**config.mk**
```make
export PLATFORM = sky130hd
export DESIGN_NAME = posted_write_buffer
export DESIGN_NICKNAME = d
export VERILOG_FILES = /design/src/rtl/pwb_pkg.sv /design/src/rtl/pwb_store.sv /design/src/rtl/pwb_merge.sv /design/src/rtl/posted_write_buffer.sv
export SDC_FILE = /design/constraint.sdc
export NUM_CORES = 1
export LEC_CHECK = 0
export ABC_AREA = 1
export CAP_MARGIN = 10
export CORE_AREA = 2 2 217 219
export CTS_CLUSTER_DIAMETER = 120
export DETAILED_ROUTE_END_ITERATION = 8
export DIE_AREA = 0 0 219 221
export PLACE_DENSITY = 0.68
export SKIP_CTS_REPAIR_TIMING = 1
export SYNTH_ARGS = -nofsm -noshare
export SYNTH_HDL_FRONTEND = slang
export SYNTH_HIERARCHICAL = 1
export SYNTH_SLANG_ARGS = --single-unit
```
**constraint.sdc**
```tcl
create_clock -name clk -period 14.45 [get_ports clk]
set_clock_uncertainty 0.2 [all_clocks]
set_input_delay 1.445 -clock clk [delete_from_list [all_inputs] [get_ports clk]]
set_output_delay 1.445 -clock clk [all_outputs]
set_load 0.01 [all_outputs]
```
**src/rtl/pwb_pkg.sv**
```systemverilog
package pwb_pkg;

    localparam int BURST = 4;

    typedef enum logic [1:0] {
        PWB_IDLE  = 2'd0,
        PWB_WRITE = 2'd1,
        PWB_DRAIN = 2'd2
    } pwb_op_e;

    // write wins over drain in the same cycle
    function automatic pwb_op_e pwb_decode(input logic wr, input logic dr);
        if (wr)      return PWB_WRITE;
        else if (dr) return PWB_DRAIN;
        else         return PWB_IDLE;
    endfunction

endpackage

```
**src/rtl/pwb_store.sv**
```systemverilog
module pwb_store
    import pwb_pkg::*;
#(
    parameter int ADDR_W = 6,
    parameter int DATA_W = 128,
    parameter int MASK_W = 16
) (
    input  logic                        clk,
    input  logic                        rst,
    input  pwb_op_e                     op,
    input  logic [ADDR_W-1:0]           in_addr,
    input  logic [DATA_W-1:0]           in_data,
    input  logic [MASK_W-1:0]           in_ben_n,
    output logic [1:0]                  slot_v,
    output logic [1:0][ADDR_W-1:0]      slot_a,
    output logic [1:0][DATA_W-1:0]      slot_d,
    output logic [1:0][MASK_W-1:0]      slot_b,
    output logic                        cm_valid,
    output logic [ADDR_W-1:0]           cm_addr,
    output logic [DATA_W-1:0]           cm_data,
    output logic [MASK_W-1:0]           cm_ben_n
);
    // slot 0 holds the newer burst, slot 1 the older one
    always_ff @(posedge clk) begin
        if (rst) begin
            slot_v <= '0;
        end else begin
            case (op)
                PWB_WRITE: begin
                    slot_v    <= {slot_v[0], 1'b1};
                    slot_a[1] <= slot_a[0];
                    slot_d[1] <= slot_d[0];
                    slot_b[1] <= slot_b[0];
                    slot_a[0] <= in_addr;
                    slot_d[0] <= in_data;
                    slot_b[0] <= in_ben_n;
                end
                PWB_DRAIN: begin
                    if (slot_v[1]) slot_v[1] <= 1'b0;
                    else           slot_v[0] <= 1'b0;
                end
                default: ;
            endcase
        end
    end

    logic old_sel;
    assign old_sel = slot_v[1];

    always_comb begin
        cm_valid = 1'b0;
        if (op == PWB_WRITE)      cm_valid = slot_v[1];
        else if (op == PWB_DRAIN) cm_valid = |slot_v;
    end
    assign cm_addr  = slot_a[old_sel];
    assign cm_data  = slot_d[old_sel];
    assign cm_ben_n = slot_b[old_sel];

    AST_WRITE_LOADS: assert property (@(posedge clk) disable iff (rst)
        (op == PWB_WRITE) |=> (slot_v[0] && slot_a[0] == $past(in_addr)))
        else $error("write not loaded");
    AST_SHIFT_ON_WRITE: assert property (@(posedge clk) disable iff (rst)
        (op == PWB_WRITE && slot_v[0]) |=> (slot_v[1] && slot_a[1] == $past(slot_a[0])))
        else $error("newer burst not aged");
    AST_NO_IDLE_COMMIT: assert property (@(posedge clk) disable iff (rst)
        (op == PWB_IDLE) |-> !cm_valid)
        else $error("commit without request");
    AST_IDLE_HOLDS: assert property (@(posedge clk) disable iff (rst)
        (op == PWB_IDLE) |=> (slot_v == $past(slot_v)))
        else $error("pending set changed while idle");
    AST_DRAIN_OLDEST: assert property (@(posedge clk) disable iff (rst)
        (op == PWB_DRAIN && slot_v[1]) |=> (!slot_v[1] && slot_v[0] == $past(slot_v[0])))
        else $error("drain did not remove oldest");
endmodule

```
**src/rtl/pwb_merge.sv**
```systemverilog
module pwb_merge #(
    parameter int ADDR_W = 6,
    parameter int BYTE_W = 8,
    parameter int LANES  = 16,
    localparam int DATA_W = LANES * BYTE_W
) (
    input  logic [1:0]                  slot_v,
    input  logic [1:0][ADDR_W-1:0]      slot_a,
    input  logic [1:0][DATA_W-1:0]      slot_d,
    input  logic [1:0][LANES-1:0]       slot_b,
    input  logic [ADDR_W-1:0]           rd_addr,
    input  logic [DATA_W-1:0]           arr_data,
    output logic [1:0]                  hit,
    output logic [DATA_W-1:0]           rd_data
);
    for (genvar s = 0; s < 2; s++) begin : g_hit
        assign hit[s] = slot_v[s] && (slot_a[s] == rd_addr);
    end

    for (genvar l = 0; l < LANES; l++) begin : g_lane
        logic use_new, use_old;
        assign use_new = hit[0] && !slot_b[0][l];
        assign use_old = hit[1] && !slot_b[1][l];
        assign rd_data[l*BYTE_W +: BYTE_W] =
            use_new ? slot_d[0][l*BYTE_W +: BYTE_W] :
            use_old ? slot_d[1][l*BYTE_W +: BYTE_W] :
                      arr_data[l*BYTE_W +: BYTE_W];
    end
endmodule

```
**src/rtl/posted_write_buffer.sv**
```systemverilog
module posted_write_buffer
    import pwb_pkg::*;
#(
    parameter int ADDR_W = 6,
    parameter int BYTE_W = 8,
    parameter int BYTES  = 4,
    localparam int LANES  = BURST * BYTES,
    localparam int DATA_W = LANES * BYTE_W
) (
    input  logic               clk,
    input  logic               rst,
    input  logic               wr_en,
    input  logic [ADDR_W-1:0]  wr_addr,
    input  logic [DATA_W-1:0]  wr_data,
    input  logic [LANES-1:0]   wr_ben_n,
    input  logic               drain,
    output logic               cm_valid,
    output logic [ADDR_W-1:0]  cm_addr,
    output logic [DATA_W-1:0]  cm_data,
    output logic [LANES-1:0]   cm_ben_n,
    input  logic [ADDR_W-1:0]  rd_addr,
    input  logic [DATA_W-1:0]  rd_array_data,
    output logic [DATA_W-1:0]  rd_data
);
    pwb_op_e                 op;
    logic [1:0]              slot_v;
    logic [1:0][ADDR_W-1:0]  slot_a;
    logic [1:0][DATA_W-1:0]  slot_d;
    logic [1:0][LANES-1:0]   slot_b;
    logic [1:0]              hit;

    assign op = pwb_decode(wr_en, drain);

    pwb_store #(.ADDR_W(ADDR_W), .DATA_W(DATA_W), .MASK_W(LANES)) u_store (
        .clk(clk), .rst(rst), .op(op),
        .in_addr(wr_addr), .in_data(wr_data), .in_ben_n(wr_ben_n),
        .slot_v(slot_v), .slot_a(slot_a), .slot_d(slot_d), .slot_b(slot_b),
        .cm_valid(cm_valid), .cm_addr(cm_addr), .cm_data(cm_data), .cm_ben_n(cm_ben_n)
    );

    pwb_merge #(.ADDR_W(ADDR_W), .BYTE_W(BYTE_W), .LANES(LANES)) u_merge (
        .slot_v(slot_v), .slot_a(slot_a), .slot_d(slot_d), .slot_b(slot_b),
        .rd_addr(rd_addr), .arr_data(rd_array_data),
        .hit(hit), .rd_data(rd_data)
    );

    AST_FULL_HIT_FWD: assert property (@(posedge clk) disable iff (rst)
        (hit[0] && slot_b[0] == '0) |-> (rd_data == slot_d[0]))
        else $error("full newer hit not forwarded");
    AST_MISS_PASS: assert property (@(posedge clk) disable iff (rst)
        (hit == 2'b00) |-> (rd_data == rd_array_data))
        else $error("miss altered array data");
    AST_COMMIT_ON_THIRD: assert property (@(posedge clk) disable iff (rst)
        (wr_en && cm_valid) |=> (slot_v == 2'b11))
        else $error("buffer not full after evicting write");
endmodule

```
# Word-level counts from Yosys, hierarchy flattened
# Cells that the tools add are included.
# Widths: inputs -> output; s select.
# word_totals
wordCells	129
input_bits	288
output_inout_bits	279
reg_bits	302
# op_classes
bitwise_logic	1
n_lt_le_gt_ge	1
reduce_logical	70
muxes	44
n_eq_ne	5
# ops
operator	n
$mux 128	2
$mux 8	32
$logic_and 1x1->1	34
$logic_not 1->1	32
$mux 16	2
$eq 6x6->1	2
$mux 6	2
$mux 2	2
$pmux 2 s2	1
$reduce_and 2->1	2
$mux 1	3
$eq 2x1->1 const B	1
$eq 2x2->1 const B	1
$lt 1x2->1 const B	1
$ne 2x2->1 const B	1
$reduce_bool 2->1	1
$reduce_or 2->1	1
$not 1->1	1

# Longest topological paths before layout
# depth
depth_word	5
depth_mapped	11
depth_no_buf	10

# By module
# Netlist, hierarchy kept.
# by_module_without_submodules
mod	area_each_um2	n_inst	seq_area_each_um2	cells_each
pwb_store	11064.4	1	9048.7	805
pwb_merge	4645.7	1	0.0	1057
posted_write_buffer	10.0	1	0.0	2

# Worst setup path after synthesis
# OpenSTA, ideal clock, no wires.
# synth_path
path_type	input to register
start	input drain
end	register u_store/slot_a[0] (netlist bit), enable pin
setup_ns	0.973
n_path_buf	0
arrival_time_ns	14.312
required_time_ns	13.277
path_stages	6
slack_ns	-1.034
cell_sequence	inv_1 -> nor2_2 -> inv_1 -> ha_1 -> inv_1 -> nor2_1
# synth_via
elab_chain_len	4
# synth_lines
element	line	rtl
from (decl)	posted_write_buffer.sv:16	input logic drain,
$mux 2	pwb_pkg.sv:14	else if (dr) return PWB_DRAIN;
$mux 2	pwb_pkg.sv:13	if (wr) return PWB_WRITE;
named net op[1]	posted_write_buffer.sv:25	pwb_op_e op;
$eq 2x1->1	pwb_store.sv:28	case (op)
$reduce_and 2->1 (no line)	n/a	
to (decl)	pwb_store.sv:15	output logic [1:0][ADDR_W-1:0] slot_a,
# The timed path passes the listed nets, and every way through them passes these cells.
# A chain may end at the register's enable or synchronous reset.

# Worst setup path in the final report
# layout_path
start	register u_store.slot_v[1]
end	output rd_data[123]
# layout_via
elab_chain_len	4
# layout_lines
element	line	rtl
from (decl)	pwb_store.sv:14	output logic [1:0] slot_v,
from (signal assigned)	pwb_store.sv:30	slot_v <= {slot_v[0], 1'b1};
$logic_and 1x1->1	pwb_merge.sv:17	assign hit[s] = slot_v[s] && (slot_a[s] == rd_addr);
named net hit[1]	posted_write_buffer.sv:30	logic [1:0] hit;
$logic_and 1x1->1	pwb_merge.sv:23	assign use_old = hit[1] && !slot_b[1][l];
$mux 8	pwb_merge.sv:26	use_old ? slot_d[1][l*BYTE_W +: BYTE_W] :
$mux 8	pwb_merge.sv:25	use_new ? slot_d[0][l*BYTE_W +: BYTE_W] :
to (decl)	posted_write_buffer.sv:23	output logic [DATA_W-1:0] rd_data
# The timed path passes the listed nets, and every way through them passes these cells.

==> insert_results.sql <==
INSERT INTO impl_metrics (metric_group, metric, value, unit) VALUES
('outcome', 'outcome', 'completed', ''),
('global_route', 'grt_pass1_vias', '14386', ''),
('cells_and_area', 'fillerInstances', '4269', ''),
('worst_setup_path', 'critPathSlowestCell', 'dfxtp_4', ''),
('routing', 'drt-pass1-iter-count', '6', ''),
('worst_setup_path', 'regToRegStartpoint', 'u_store/slot_v[1]', ''),
('routing', 'wl_per_cell', '17.93', 'um'),
('clock_network', 'cts_made_buffers', '36', ''),
('placement', 'gpl.final_weighted_congestion', '0.9485', ''),
('worst_setup_path', 'worst_setup_path_end_kind', 'primary output', ''),
('cells_and_area', 'layout.nets', '2712', ''),
('worst_setup_path', 'cp.buffers_inverters', '5', ''),
('sta', 'unrepaired_setup_endpoints_after_global_routing', 'false', ''),
('sta', 'worst_pin_slew', '1.301', 'ns'),
('clock_network', 'number_of_buffers_on_the_longest_clock_path', '3', ''),
('floorplan', 'start_util', '34.11', '%'),
('worst_setup_path', 'worstSetupPathType', 'reg2out', ''),
('pwr', 'leakage', '10.60', 'nW'),
('sta', 'timing_max_transition_violations_final', '0', ''),
('routing', 'final_antenna_net_count', '0', ''),
('cells_and_area', 'layoutNonFillerInstCount', '3054', ''),
('clock_network', 'clock_root_buffer', 'clkbuf_16', ''),
('pwr', 'power.ir.vdd_worst', '96.13', 'uV'),
('worst_setup_path', 'critPathRequiredTime', '12.81', 'ns'),
('cells_and_area', 'layout_area_overhead', '46.74', '%'),
('worst_setup_path', 'critical_path_start_type', 'flop', ''),
('worst_setup_path', 'crit_start', 'u_store/slot_v[1]', ''),
('worst_hold_path', 'min_to', 'u_store/slot_b[22]', ''),
('clock_network', 'clock_sink_count', '302', ''),
('floorplan', 'rows', '79', ''),
('pwr', 'pwr_density_cell', '102.9', 'nW/um2'),
('worst_setup_path', 'timing.reg2reg.worst_path_depth', '5', ''),
('routing', 'drt_first_iter_violations', '1174', ''),
('sta', 'timing.final.ws_setup', '7.502', 'ns'),
('placement', 'pre_cts_slack', '8.056', 'ns'),
('sta', 'setup-tns-final', '0', 'ns'),
('global_route', 'grt_residual_overflow', '0', ''),
('pwr', 'post-layout-total-power', '2.373', 'mW'),
('job', 'drv.max_cap_violation_count', '0', ''),
('clock_network', 'tritoncts', 'yes', ''),
('worst_setup_path', 'critical-path-top-delay-family', 'buffers and inverters', ''),
('global_route', 'number_of_antenna_violations_at_the_first_check_in_global_routing', '5', ''),
('routing', 'routed_wl', '54750', 'um'),
('logic_synthesis', 'synth_fp_nets', '2152', ''),
('worst_setup_path', 'cp_cell_sequence', 'buf_4, inv_1, a21oi_1, nand3_1, nor2_4, buf_4, buf_4, nand3_1, nand3_1, nand2_1, clkdlybuf4s50_1', ''),
('worst_hold_path', 'hold-path-cell-count', '0', ''),
('cells_and_area', 'seq_area', '9052', 'um2'),
('worst_hold_path', 'hp-start', 'u_store/slot_b[6]', ''),
('placement', 'placed_cell_area', '21900', 'um2'),
('sta', 'slew_headroom', '13.24', '%'),
('routing', 'routed_via_density', '4.802', ''),
('logic_synthesis', 'synthesis.area_per_instance', '8.439', 'um2'),
('routing', 'drc', '0', ''),
('placement', 'placed_cells_incl_taps', '2991', ''),
('worst_hold_path', 'worstHoldPathType', 'reg2reg', ''),
('sta', 'report.final.hold_viol_count', '0', ''),
('floorplan', 'core_area', '46060', 'um2'),
('routing', 'vias', '14664', ''),
('cells_and_area', 'multi_input_comb_area', '5146', 'um2'),
('sta', 'finalWorstPathRequiredPeriod', '6.948', 'ns'),
('worst_setup_path', 'critical_path_arrival', '5.30', 'ns'),
('logic_synthesis', 'yosys_warnings', '6', ''),
('logic_synthesis', 'post_synth_instance_area', '15710', 'um2'),
('sta', 'final-setup-viol-count', '0', ''),
('clock_network', 'clk-insertion-delay-late', '0.53', 'ns'),
('floorplan', 'die_width', '219', 'um'),
('worst_setup_path', 'r2r_setup_slack', '11.43', 'ns'),
('sta', 'final_worst_path_cycle_share', '48.08', '%'),
('floorplan', 'fp.dieH', '221', 'um'),
('global_route', 'largest_net_degree_at_the_start_of_global_routing', '193', ''),
('placement', 'placement.io_buffers', '566', '');
[state kept, by name (all words and copies together) (netlist names)]
name	count
u_store/slot_a	12
u_store/slot_b	32
u_store/slot_d	256
u_store/slot_v	2
[layout by cell type (no fill, tap or decap), drive strengths merged]
cell type / n
a21oi: 5
ha: 2
clkbuf: 50
nor3: 2
edfxtp: 300
nand2: 879
nand3: 275
clkinv: 32
o21ai: 3
clkinvlp: 2
nor2: 10
buf: 9
clkdlybuf4s50: 566
diode: 2
nand3b: 16
bufinv: 3
dfxtp: 2
inv: 289
[stage by stage]
stage | utilization, % | hold WS, ns
floorplan | - | 0.2416
global placement | 47.55 | 0.2523
detailed placement | 47.55 | 0.2558
CTS | 50.05 | 0.2690
global route | 50.05 | 0.2883
finish | 50.06 | 0.2682
[metal layers]
metal  share of wire [%]  routed length, um  vias up  track usage, %
met3                  11               6159      127           6.296
met4                 3.9               2121        6           9.045
met1                  37              20160     6702           26.15
li1                    -                  -     6985               -
met5               0.062                 34        -               0
met2                  48              26280      844           37.07
[final cells by class]
class                           count  share of cell area [%]
Multi-Input combinational cell   1192                   22.32
Inverter                          315                   5.199
Clock inverter                     11                  0.5861
Timing Repair Buffer              575                   24.92
Tap cell                          607                   3.294
Clock buffer                       50                   4.401
Sequential cell                   302                   39.26
Antenna cell                        2                 0.02171
[worst max-delay path by stage]
stage                              to  cells past startpoint
finish                   rd_data[123]                     11
global route             rd_data[123]                     11
CTS                       rd_data[30]                     11
detailed placement        rd_data[26]                     13
global placement          rd_data[30]                     13
floorplan           u_store/slot_a[0]                      6
[worst register-to-register path, delay by kind of cell, from the launching register on]
kind / cells / cell delay (ns)
buf+inv: 2 / 1.33
flops: 1 / 0.95
simple gates: 3 / 0.48
[power breakdown]
| part | internal (mW) | switching, mW | leakage (nW) |
|---|---|---|---|
| registers | 1.01 | 0.0333 | 2.80 |
| clock network | 0.542 | 0.353 | 0.555 |
| logic | 0.225 | 0.205 | 7.25 |
No activity file was read; power rests on OpenSTA's default activity.
